## src/rtl/lpc_pkg.sv

```systemverilog
package lpc_pkg;
  localparam int REASON_W  = 5;
  localparam int RSN_RADIO = 0;
  localparam int RSN_HOST  = 1;
  localparam int RSN_RTC   = 2;
  localparam int RSN_GPIO  = 3;
  localparam int RSN_WDOG  = 4;

  typedef enum logic [2:0] {
    ST_RUN, ST_DN_ISO, ST_DN_CLK, ST_STOP, ST_SHUT, ST_UP_REG, ST_UP_CLK
  } pwrState_t;

  typedef struct packed {
    logic captureRetain;
    logic latchWake;
    logic holdRetain;
  } dpStrobe_t;
endpackage

```

## src/rtl/lpc_ctrl.sv

```systemverilog
module lpc_ctrl
  import lpc_pkg::*;
#(
  parameter int SETTLE_CYC = 4
) (
  input  logic      clk,
  input  logic      rstPinN,
  input  logic      sleepDeepReq,
  input  logic      radioAsleep,
  input  logic      anyWake,
  input  logic      modeShutdown,
  output dpStrobe_t strb,
  output logic      isoEn,
  output logic      clkEn,
  output logic      mainRegEn,
  output logic      lpRegEn,
  output logic      aonLpSel,
  output logic      intRstN
);
  localparam int CNT_W = (SETTLE_CYC > 1) ? $clog2(SETTLE_CYC) : 1;
  localparam logic [CNT_W-1:0] CNT_LAST = CNT_W'(SETTLE_CYC - 1);

  pwrState_t state, stateNext;
  logic [CNT_W-1:0] cnt, cntNext;
  logic modeLat;
  logic entryOk, stepDone;

  assign entryOk  = sleepDeepReq & radioAsleep & ~anyWake;
  assign stepDone = (cnt == CNT_LAST);

  always_comb begin
    stateNext = state;
    cntNext   = cnt;
    case (state)
      ST_RUN: if (entryOk) begin stateNext = ST_DN_ISO; cntNext = '0; end
      ST_DN_ISO: begin
        if (anyWake) stateNext = ST_RUN;
        else if (stepDone) begin stateNext = ST_DN_CLK; cntNext = '0; end
        else cntNext = cnt + CNT_W'(1);
      end
      ST_DN_CLK: begin
        if (anyWake) stateNext = ST_RUN;
        else if (stepDone) begin
          stateNext = modeLat ? ST_SHUT : ST_STOP;
          cntNext   = '0;
        end else cntNext = cnt + CNT_W'(1);
      end
      ST_STOP: if (anyWake) begin stateNext = ST_UP_REG; cntNext = '0; end
      ST_SHUT: stateNext = ST_SHUT;
      ST_UP_REG: begin
        if (stepDone) begin stateNext = ST_UP_CLK; cntNext = '0; end
        else cntNext = cnt + CNT_W'(1);
      end
      ST_UP_CLK: begin
        if (stepDone) begin stateNext = ST_RUN; cntNext = '0; end
        else cntNext = cnt + CNT_W'(1);
      end
      default: stateNext = ST_RUN;
    endcase
  end

  always_ff @(posedge clk or negedge rstPinN) begin
    if (!rstPinN) begin
      state   <= ST_RUN;
      cnt     <= '0;
      modeLat <= 1'b0;
    end else begin
      state <= stateNext;
      cnt   <= cntNext;
      if (state == ST_RUN && entryOk) modeLat <= modeShutdown;
    end
  end

  assign strb.captureRetain = (state == ST_RUN) && entryOk;
  assign strb.latchWake     = (state == ST_STOP) && anyWake;
  assign strb.holdRetain    = (state == ST_STOP);

  assign isoEn     = (state != ST_RUN);
  assign clkEn     = (state inside {ST_RUN, ST_DN_ISO, ST_UP_CLK});
  assign mainRegEn = !(state inside {ST_STOP, ST_SHUT});
  assign lpRegEn   = (state != ST_SHUT);
  assign aonLpSel  = (state == ST_STOP);
  assign intRstN   = rstPinN && !(state inside {ST_STOP, ST_SHUT, ST_UP_REG, ST_UP_CLK});

  p_entry_cond_r1: assert property (@(posedge clk) disable iff (!rstPinN)
    $rose(isoEn) |-> $past(sleepDeepReq && radioAsleep && !anyWake));
  p_iso_before_clk_r3: assert property (@(posedge clk) disable iff (!rstPinN)
    $fell(clkEn) |-> $past(isoEn));
  p_clk_before_reg_r3: assert property (@(posedge clk) disable iff (!rstPinN)
    $fell(mainRegEn) |-> $past(!clkEn));
  p_iso_release_last_r4: assert property (@(posedge clk) disable iff (!rstPinN)
    $fell(isoEn) |-> (clkEn && mainRegEn));
  p_shut_sticky_r10: assert property (@(posedge clk) disable iff (!rstPinN)
    (state == ST_SHUT) |=> (state == ST_SHUT));
endmodule

```

## src/rtl/lpc_datapath.sv

```systemverilog
module lpc_datapath
  import lpc_pkg::*;
#(
  parameter int NUM_GPIO  = 28,
  parameter int NUM_BANKS = 4
) (
  input  logic                 clk,
  input  logic                 rstPinN,
  input  dpStrobe_t            strb,
  input  logic                 wakeRadio,
  input  logic                 wakeHost,
  input  logic                 wakeRtc,
  input  logic [NUM_GPIO-1:0]  wakeGpio,
  input  logic                 wakeWdog,
  input  logic [NUM_BANKS-1:0] retainEn,
  input  logic                 reasonClrWe,
  input  logic [REASON_W-1:0]  reasonClrMask,
  output logic                 anyWake,
  output logic [NUM_BANKS-1:0] bankRetain,
  output logic [REASON_W-1:0]  wakeReason
);
  logic [REASON_W-1:0]  pick;
  logic [NUM_BANKS-1:0] snap;

  assign anyWake = wakeRadio | wakeHost | wakeRtc | (|wakeGpio) | wakeWdog;

  always_comb begin
    pick = '0;
    if (wakeWdog)       pick[RSN_WDOG]  = 1'b1;
    else if (wakeRadio) pick[RSN_RADIO] = 1'b1;
    else if (wakeHost)  pick[RSN_HOST]  = 1'b1;
    else if (wakeRtc)   pick[RSN_RTC]   = 1'b1;
    else if (|wakeGpio) pick[RSN_GPIO]  = 1'b1;
  end

  always_ff @(posedge clk or negedge rstPinN) begin
    if (!rstPinN) wakeReason <= '0;
    else if (strb.latchWake) wakeReason <= pick;
    else if (reasonClrWe) wakeReason <= wakeReason & ~reasonClrMask;
  end

  always_ff @(posedge clk or negedge rstPinN) begin
    if (!rstPinN) snap <= '0;
    else if (strb.captureRetain) snap <= retainEn | NUM_BANKS'(1);
  end

  assign bankRetain = {NUM_BANKS{strb.holdRetain}} & snap;

  p_reason_onehot_r8: assert property (@(posedge clk) disable iff (!rstPinN)
    $onehot0(wakeReason));
  p_retain_frozen_r7: assert property (@(posedge clk) disable iff (!rstPinN)
    (strb.holdRetain && $past(strb.holdRetain)) |-> $stable(bankRetain));
  p_clear_applied_r9: assert property (@(posedge clk) disable iff (!rstPinN)
    (reasonClrWe && !strb.latchWake) |=> ((wakeReason & $past(reasonClrMask)) == '0));
endmodule

```

## src/rtl/lp_entry_ctrl.sv

```systemverilog
module lp_entry_ctrl
  import lpc_pkg::*;
#(
  parameter int NUM_GPIO   = 28,
  parameter int NUM_BANKS  = 4,
  parameter int SETTLE_CYC = 4
) (
  input  logic                 clk,
  input  logic                 rstPinN,
  input  logic                 sleepDeepReq,
  input  logic                 radioAsleep,
  input  logic                 modeShutdown,
  input  logic [NUM_BANKS-1:0] retainEn,
  input  logic                 wakeRadio,
  input  logic                 wakeHost,
  input  logic                 wakeRtc,
  input  logic [NUM_GPIO-1:0]  wakeGpio,
  input  logic                 wakeWdog,
  input  logic                 reasonClrWe,
  input  logic [4:0]           reasonClrMask,
  output logic                 isoEn,
  output logic                 clkEn,
  output logic                 mainRegEn,
  output logic                 lpRegEn,
  output logic                 aonLpSel,
  output logic                 intRstN,
  output logic [NUM_BANKS-1:0] bankRetain,
  output logic [4:0]           wakeReason
);
  dpStrobe_t strb;
  logic anyWake;

  lpc_ctrl #(.SETTLE_CYC(SETTLE_CYC)) uCtrl (
    .clk(clk), .rstPinN(rstPinN), .sleepDeepReq(sleepDeepReq),
    .radioAsleep(radioAsleep), .anyWake(anyWake), .modeShutdown(modeShutdown),
    .strb(strb), .isoEn(isoEn), .clkEn(clkEn), .mainRegEn(mainRegEn),
    .lpRegEn(lpRegEn), .aonLpSel(aonLpSel), .intRstN(intRstN)
  );

  lpc_datapath #(.NUM_GPIO(NUM_GPIO), .NUM_BANKS(NUM_BANKS)) uDp (
    .clk(clk), .rstPinN(rstPinN), .strb(strb),
    .wakeRadio(wakeRadio), .wakeHost(wakeHost), .wakeRtc(wakeRtc),
    .wakeGpio(wakeGpio), .wakeWdog(wakeWdog), .retainEn(retainEn),
    .reasonClrWe(reasonClrWe), .reasonClrMask(reasonClrMask),
    .anyWake(anyWake), .bankRetain(bankRetain), .wakeReason(wakeReason)
  );
endmodule

```

## config.mk

```make
export PLATFORM = sky130hd
export DESIGN_NAME = lp_entry_ctrl
export DESIGN_NICKNAME = d
export VERILOG_FILES = /design/src/rtl/lpc_pkg.sv /design/src/rtl/lpc_ctrl.sv /design/src/rtl/lpc_datapath.sv /design/src/rtl/lp_entry_ctrl.sv
export SDC_FILE = /design/constraint.sdc
export NUM_CORES = 1
export LEC_CHECK = 0
export BUFFER_PORTS_ARGS = -buffer_cell sky130_fd_sc_hd__buf_4
export CORE_MARGIN = 1.5
export CORE_UTILIZATION = 41
export DETAILED_ROUTE_END_ITERATION = 8
export GPL_ROUTABILITY_DRIVEN = 0
export MAX_ROUTING_LAYER = met4
export PLACE_DENSITY = 0.85
export SYNTH_ARGS = -nofsm -noshare
export SYNTH_HDL_FRONTEND = slang
export SYNTH_HIERARCHICAL = 1
export SYNTH_SLANG_ARGS = --single-unit
```

## constraint.sdc

```tcl
create_clock -name clk -period 1.76 [get_ports clk]
set_input_delay 0.44 -clock clk [delete_from_list [all_inputs] [get_ports clk]]
set_output_delay 0.44 -clock clk [all_outputs]
set_load 0.005 [all_outputs]
```

=== Word-level counts from Yosys, hierarchy flattened ===
Index checks and enable logic that the tools add are counted.

* Bits in registers: 15
* Output and inout bits: 15
* Input bits: 47
* Word-level logic and storage cells: 74

* Reduce and logical (&&, ||, !) cells: 17
* Multiplexer cells: 26
* $add $sub $neg: 1
* Eq/ne operators: 15
* Bitwise operators: 10

{| class="wikitable"
|+ Operators by type and width
! cell !! number
|-
| 2-to-1 mux 3 bit || 10
|-
| OR reduction 28 bit || 1
|-
| one-hot mux 3 bit (7 select lines) || 1
|-
| 2-to-1 mux 2 bit || 5
|-
| 2-to-1 mux 5 bit || 2
|-
| equality test 3 bit, second input constant || 3
|-
| inequality test 2 x 1 -> 1 bit, second input constant || 4
|-
| one-hot mux 2 bit (4 select lines) || 1
|-
| nonzero test 4 bit || 2
|-
| equality test 3 x 2 -> 1 bit, second input constant || 2
|-
| 2-to-1 mux 1 bit || 6
|-
| inequality test 3 x 1 -> 1 bit, second input constant || 2
|-
| AND reduction 6 bit || 1
|-
| nonzero test 3 bit || 2
|-
| bitwise AND 5 bit || 1
|-
| NOT 5 bit || 1
|-
| bitwise AND 4 bit || 1
|-
| 2-to-1 mux 4 bit || 1
|-
| OR 1 bit || 4
|-
| AND reduction 4 bit || 1
|-
| nonzero test 2 bit || 2
|-
| OR reduction 2 bit || 2
|-
| equality test 3 x 1 -> 1 bit, second input constant || 1
|-
| logical AND 1 bit || 3
|-
| 8 further kinds || 10
|}

=== Depth between registers and ports, before layout ===
* Depth in word-level cells: 8
* Gate-level depth with buffers: 8
* Depth with buffers taken out: 8

=== By module ===
The synthesis kept the hierarchy.

{| class="wikitable"
|+ By module, submodules not included
! module !! sequential area each (µm²) !! area each (µm²) !! cells an instance !! instances
|-
| lpc_ctrl || 150.1 || 483.0 || 54 || 1
|-
| lpc_datapath || 225.2 || 473.0 || 51 || 1
|}

=== Worst setup path after synthesis ===
No wires, ideal clock.

* Path type: input port to flip-flop
* Start: input port wakeGpio[2]
* End: register uCtrl.modeLat
* Data arrival time: 1951 ps
* Setup time: 125 ps
* Buffers on the path: 0
* Slack: -315 ps
* Required time: 1635 ps
* Cell stages on the path: 7
* Cell sequence: nor4_1 -> nand4_1 -> nor2_2 -> nand2_1 -> and3b_1 -> nor2b_1 -> mux2_2

{| class="wikitable"
|+ RTL lines
! item !! RTL line !! RTL
|-
| start, declared || lp_entry_ctrl.sv:17 || <nowiki>input logic [NUM_GPIO-1:0] wakeGpio,</nowiki>
|-
| end signal, assigned || lpc_ctrl.sv:70 || <nowiki>if (state == ST_RUN && entryOk) modeLat <= modeShutdown;</nowiki>
|-
| end, declared || lpc_ctrl.sv:25 || <nowiki>logic modeLat;</nowiki>
|}

=== Worst setup path in the final report ===
* Start: input port wakeGpio[9]
* End: register uCtrl.cnt[1]

* Longest elaborated chain between the ends: 7
* Elaborated cells between the ends (all ways): 9
* Those cells by class: eq/ne: 3; bitwise: 4; reduce/logical: 2

{| class="wikitable"
|+ RTL lines
! item !! RTL line !! RTL
|-
| OR reduction 28 bit * || lpc_datapath.sv:25 || <nowiki>assign anyWake = wakeRadio | wakeHost | wakeRtc | (|wakeGpio) | wakeWdog;</nowiki>
|-
| OR 1 bit * (2 in series) || lpc_datapath.sv:25 ||
|-
| net anyWake || lp_entry_ctrl.sv:31 || <nowiki>logic anyWake;</nowiki>
|-
| NOT 1 bit || lpc_ctrl.sv:28 || <nowiki>assign entryOk = sleepDeepReq & radioAsleep & ~anyWake;</nowiki>
|-
| bitwise AND 1 bit || lpc_ctrl.sv:28 ||
|-
| inequality test 2 x 1 -> 1 bit (no source line) || -- ||
|-
| AND reduction 4 bit (no source line) * || -- ||
|-
| end signal, assigned || lpc_ctrl.sv:69 || <nowiki>cnt <= cntNext;</nowiki>
|-
| end, declared || lpc_ctrl.sv:24 || <nowiki>logic [CNT_W-1:0] cnt, cntNext;</nowiki>
|}

Mark *: on every way through the listed nets, which the timed path passes. The rest lies on a longest branch.
A chain may end at the register's enable or synchronous reset.

==> key figures <==
Status
  – Status: finished with violations
  – Failing checks: setup timing

CTS
  – Num CTS Buffers: 3
  – CTS tree: yes
  – Clock Tree Buf Depth: 2
  – Clock transition at the registers of the reported paths: 0.10 ns
  – Clock root buffer: clkbuf_4
  – TritonCTS Sinks: 15
  – Worst-Skew Late Latency: 0.28 ns
  – H-tree depth: 1

Global routing
  – Largest net degree at the start of global routing: 16
  – First-pass GRT wire length: 4981 µm
  – Total grt overflow: 0
  – Initial antenna violation count: 0
  – GRT Resource Usage Total: 26.30%
  – Vias in the first global route: 1184

Setup path
  – CP Buf/Inv Count: 2
  – CP Data Required Time: 1.92 ns
  – CP max stage delay: 0.25 ns
  – Slowest cell on the critical path: nor4_4
  – Most used cell, CP: buf_4
  – Worst setup SP type: primary input
  – FF-to-FF Start: uCtrl/state[0]
  – CP top delay family: simple AND/OR/NAND/NOR gates
  – Critical path class: primary input to flip-flop
  – Crit path cell chain: buf_4 -> nor4_4 -> nand4_1 -> nor2_2 -> nand2_2 -> buf_4 -> o22ai_4 -> and3b_1 -> a22o_1
  – Critical Path AT: 2.08 ns
  – Crit path from: wakeGpio[9]
  – Critical path endpoint category: flip-flop
  – Crit Path Max Fanout: 6

STA
  – Final worst slack: -0.1591 ns
  – Worst Max-Slew Pin Slew: 0.2948 ns
  – Min Clock Period, post-route: 1.919 ns
  – Worst Clk Skew: 0.009699 ns
  – Unrepaired setup endpoints after global routing: true
  – Hold Vio Cnt, Final: 0
  – Final setup violation count: 19
  – Worst slew margin: 80.19%
  – Period utilization: 109.0%
  – F_max: 521.1 MHz
  – Max-slew violation count: 0

Floorplan
  – Die area: 2630 µm²
  – Width of the die: 51.29 µm
  – Top-Level Pins: 62
  – CORE AREA: 2212 µm²
  – Rows: 17
  – Die Y-Extent: 51.29 µm
  – Initial core utilization: 43.21%

Synthesis
  – Synthesized area: 955.9 µm²
  – Syn Nets: 157
  – Synth warn: 6
  – Synth Instances: 105
  – Seq/Total Area, Yosys: 39.27%
  – Mean Syn Cell Area: 9.104 µm²
  – Synth cell types: 34
  – FF+latch count, synth: 15

Route
  – TritonRoute pass-1 iters: 4
  – Initial drt markers: 28
  – Remaining antenna violation count: 0
  – Vias post-DR: 1216
  – DR WL/cell: 17.47 µm
  – Drt drc: 0
  – DR vias/cell: 5.553
  – WL final: 3827 µm

Cells and area
  – Area grow syn2layout: 107.7%
  – Final Util: 89.76%
  – Layout cells sized above 1: 70.16%
  – Final nets: 244
  – Ant. Diodes: 0

Power and ir drop
  – VDD IR max: 0.4300 mV
  – Total power: 680.3 µW
  – PD cells: 342.6 nW/µm²
  – Lkg Pwr: 0.8880 nW

Placement
  – # port buffers: 60
  – Pre-CTS setup slack: -0.4645 ns
  – DP Wirelength: 2365 µm

Job
  – # Max-Cap Violations: 0

Worst hold path
  – HP Class: primary input to asynchronous set/reset pin
[cells in the final DEF (no fill, tap or decap), types with 2 or more instances in the layout]
cell type  instances
inv_2              2
buf_4             64
o22ai_1            3
nor4_2             3
a22o_1             2
dfrtp_1           13
nor4_4             5
nor3_4             2
and2_4             4
a21oi_2            3
o21ai_0            4
dfrtp_2            2
nand2b_4           2
nand3_1            2
buf_6             20
nand2_1           16
nand2_2            2
nor2_1             3
mux2_4             5
ha_4               4
clkbuf_4           3
nor3_1             2
[worst paths after layout]
path	endpoint	slack (ns)	cells past startpoint
min in group clk	uCtrl/modeLat	0.39	2
min reg2reg	uDp/snap[0]	0.53	1
max reg2reg	uCtrl/state[0]	0	6
max	uCtrl/cnt[1]	-0.16	9
min	uDp/snap[3]	0.09	2
max in group asynchronous	uCtrl/state[0]	1.47	2
[flip-flops by register name, summed over array words and instances (netlist names)]
name and flops:
uDp/wakeReason 5, uCtrl/state 3, uDp/snap 4, uCtrl/cnt 2
uCtrl/modeLat 1
[report_power, final]
part | switching, mW | internal (mW)
clock | 0.111 | 0.0879
combinational | 0.0493 | 0.0881
sequential | 0.0000736 | 0.344
total | 0.160 | 0.520
[through the flow]
step,hold WS [ns],setup TNS (ns),cell area [µm²],cells
global placement,0.3979,-3.382,1577,198
detailed placement,0.4047,-4.251,1577,198
finish,0.09347,-1.717,1986,219
CTS,0.1016,-1.207,1802,209
global route,0.09482,-2.943,1986,219
floorplan,0.1444,-1.054,1047,105
[synthesized netlist by cell type (all sizes together)]
master  number  area, µm²
a21oi        4      23.77
a22o         2      17.52
a31o         1      8.760
and2         5      31.28
and3b        2      17.52
and4         1      8.760
buf          2      12.51
clkbuf       1      3.750
dfrtp       15      375.4
ha           5      62.56
inv          4      15.01
mux2         5      56.30
nand2       18      67.56
nand2b       2      12.51
nand3        2      10.01
nand3b       1      7.510
nand4        1      6.260
nor2         5      21.27
nor2b        3      18.77
nor3         4      20.02
nor4         8      62.56
o21ai        5      25.02
o21bai       1      7.510
o22ai        4      31.28
o32ai        1      8.760
or2          1      6.260
or3          1      7.510
or4b         1      10.01
[kinds of logic after synthesis]
logic type	synth area share, %
buf+inv	3.271
compound gates	12.83
simple gates	32.20
fa+ha+maj	6.545
mux	5.890
flops	39.27
[layout make-up]
cell class / count / area (µm²)
Multi-Input combinational cell: 83 / 798.3
Timing Repair Buffer: 85 / 725.7
Sequential cell: 15 / 377.9
Fill cell: 102 / 226.5
Tap cell: 28 / 35.03
Clock buffer: 4 / 26.28
Inverter: 4 / 22.52
[layer usage]
| layer | wire length (µm) | vias to the layer above | track usage (%) |
|---|---|---|---|
| met1 | 1425 | 582 | 26.01 |
| met3 | 216 | 14 | 3.216 |
| li1 | - | 547 | - |
| met4 | 147 | 0 | 8.772 |
| met2 | 2037 | 73 | 52.38 |
| met5 | 0 | - | - |
[what timing repair did]
action	4_1_cts	5_1_grt
gates resized for setup	38	23
buffers inserted	7	10
setup endpoints to repair	17	20
pin swaps	8	12
hold buffers	0	0
Note: power is estimated with default switching activity, not from simulation.
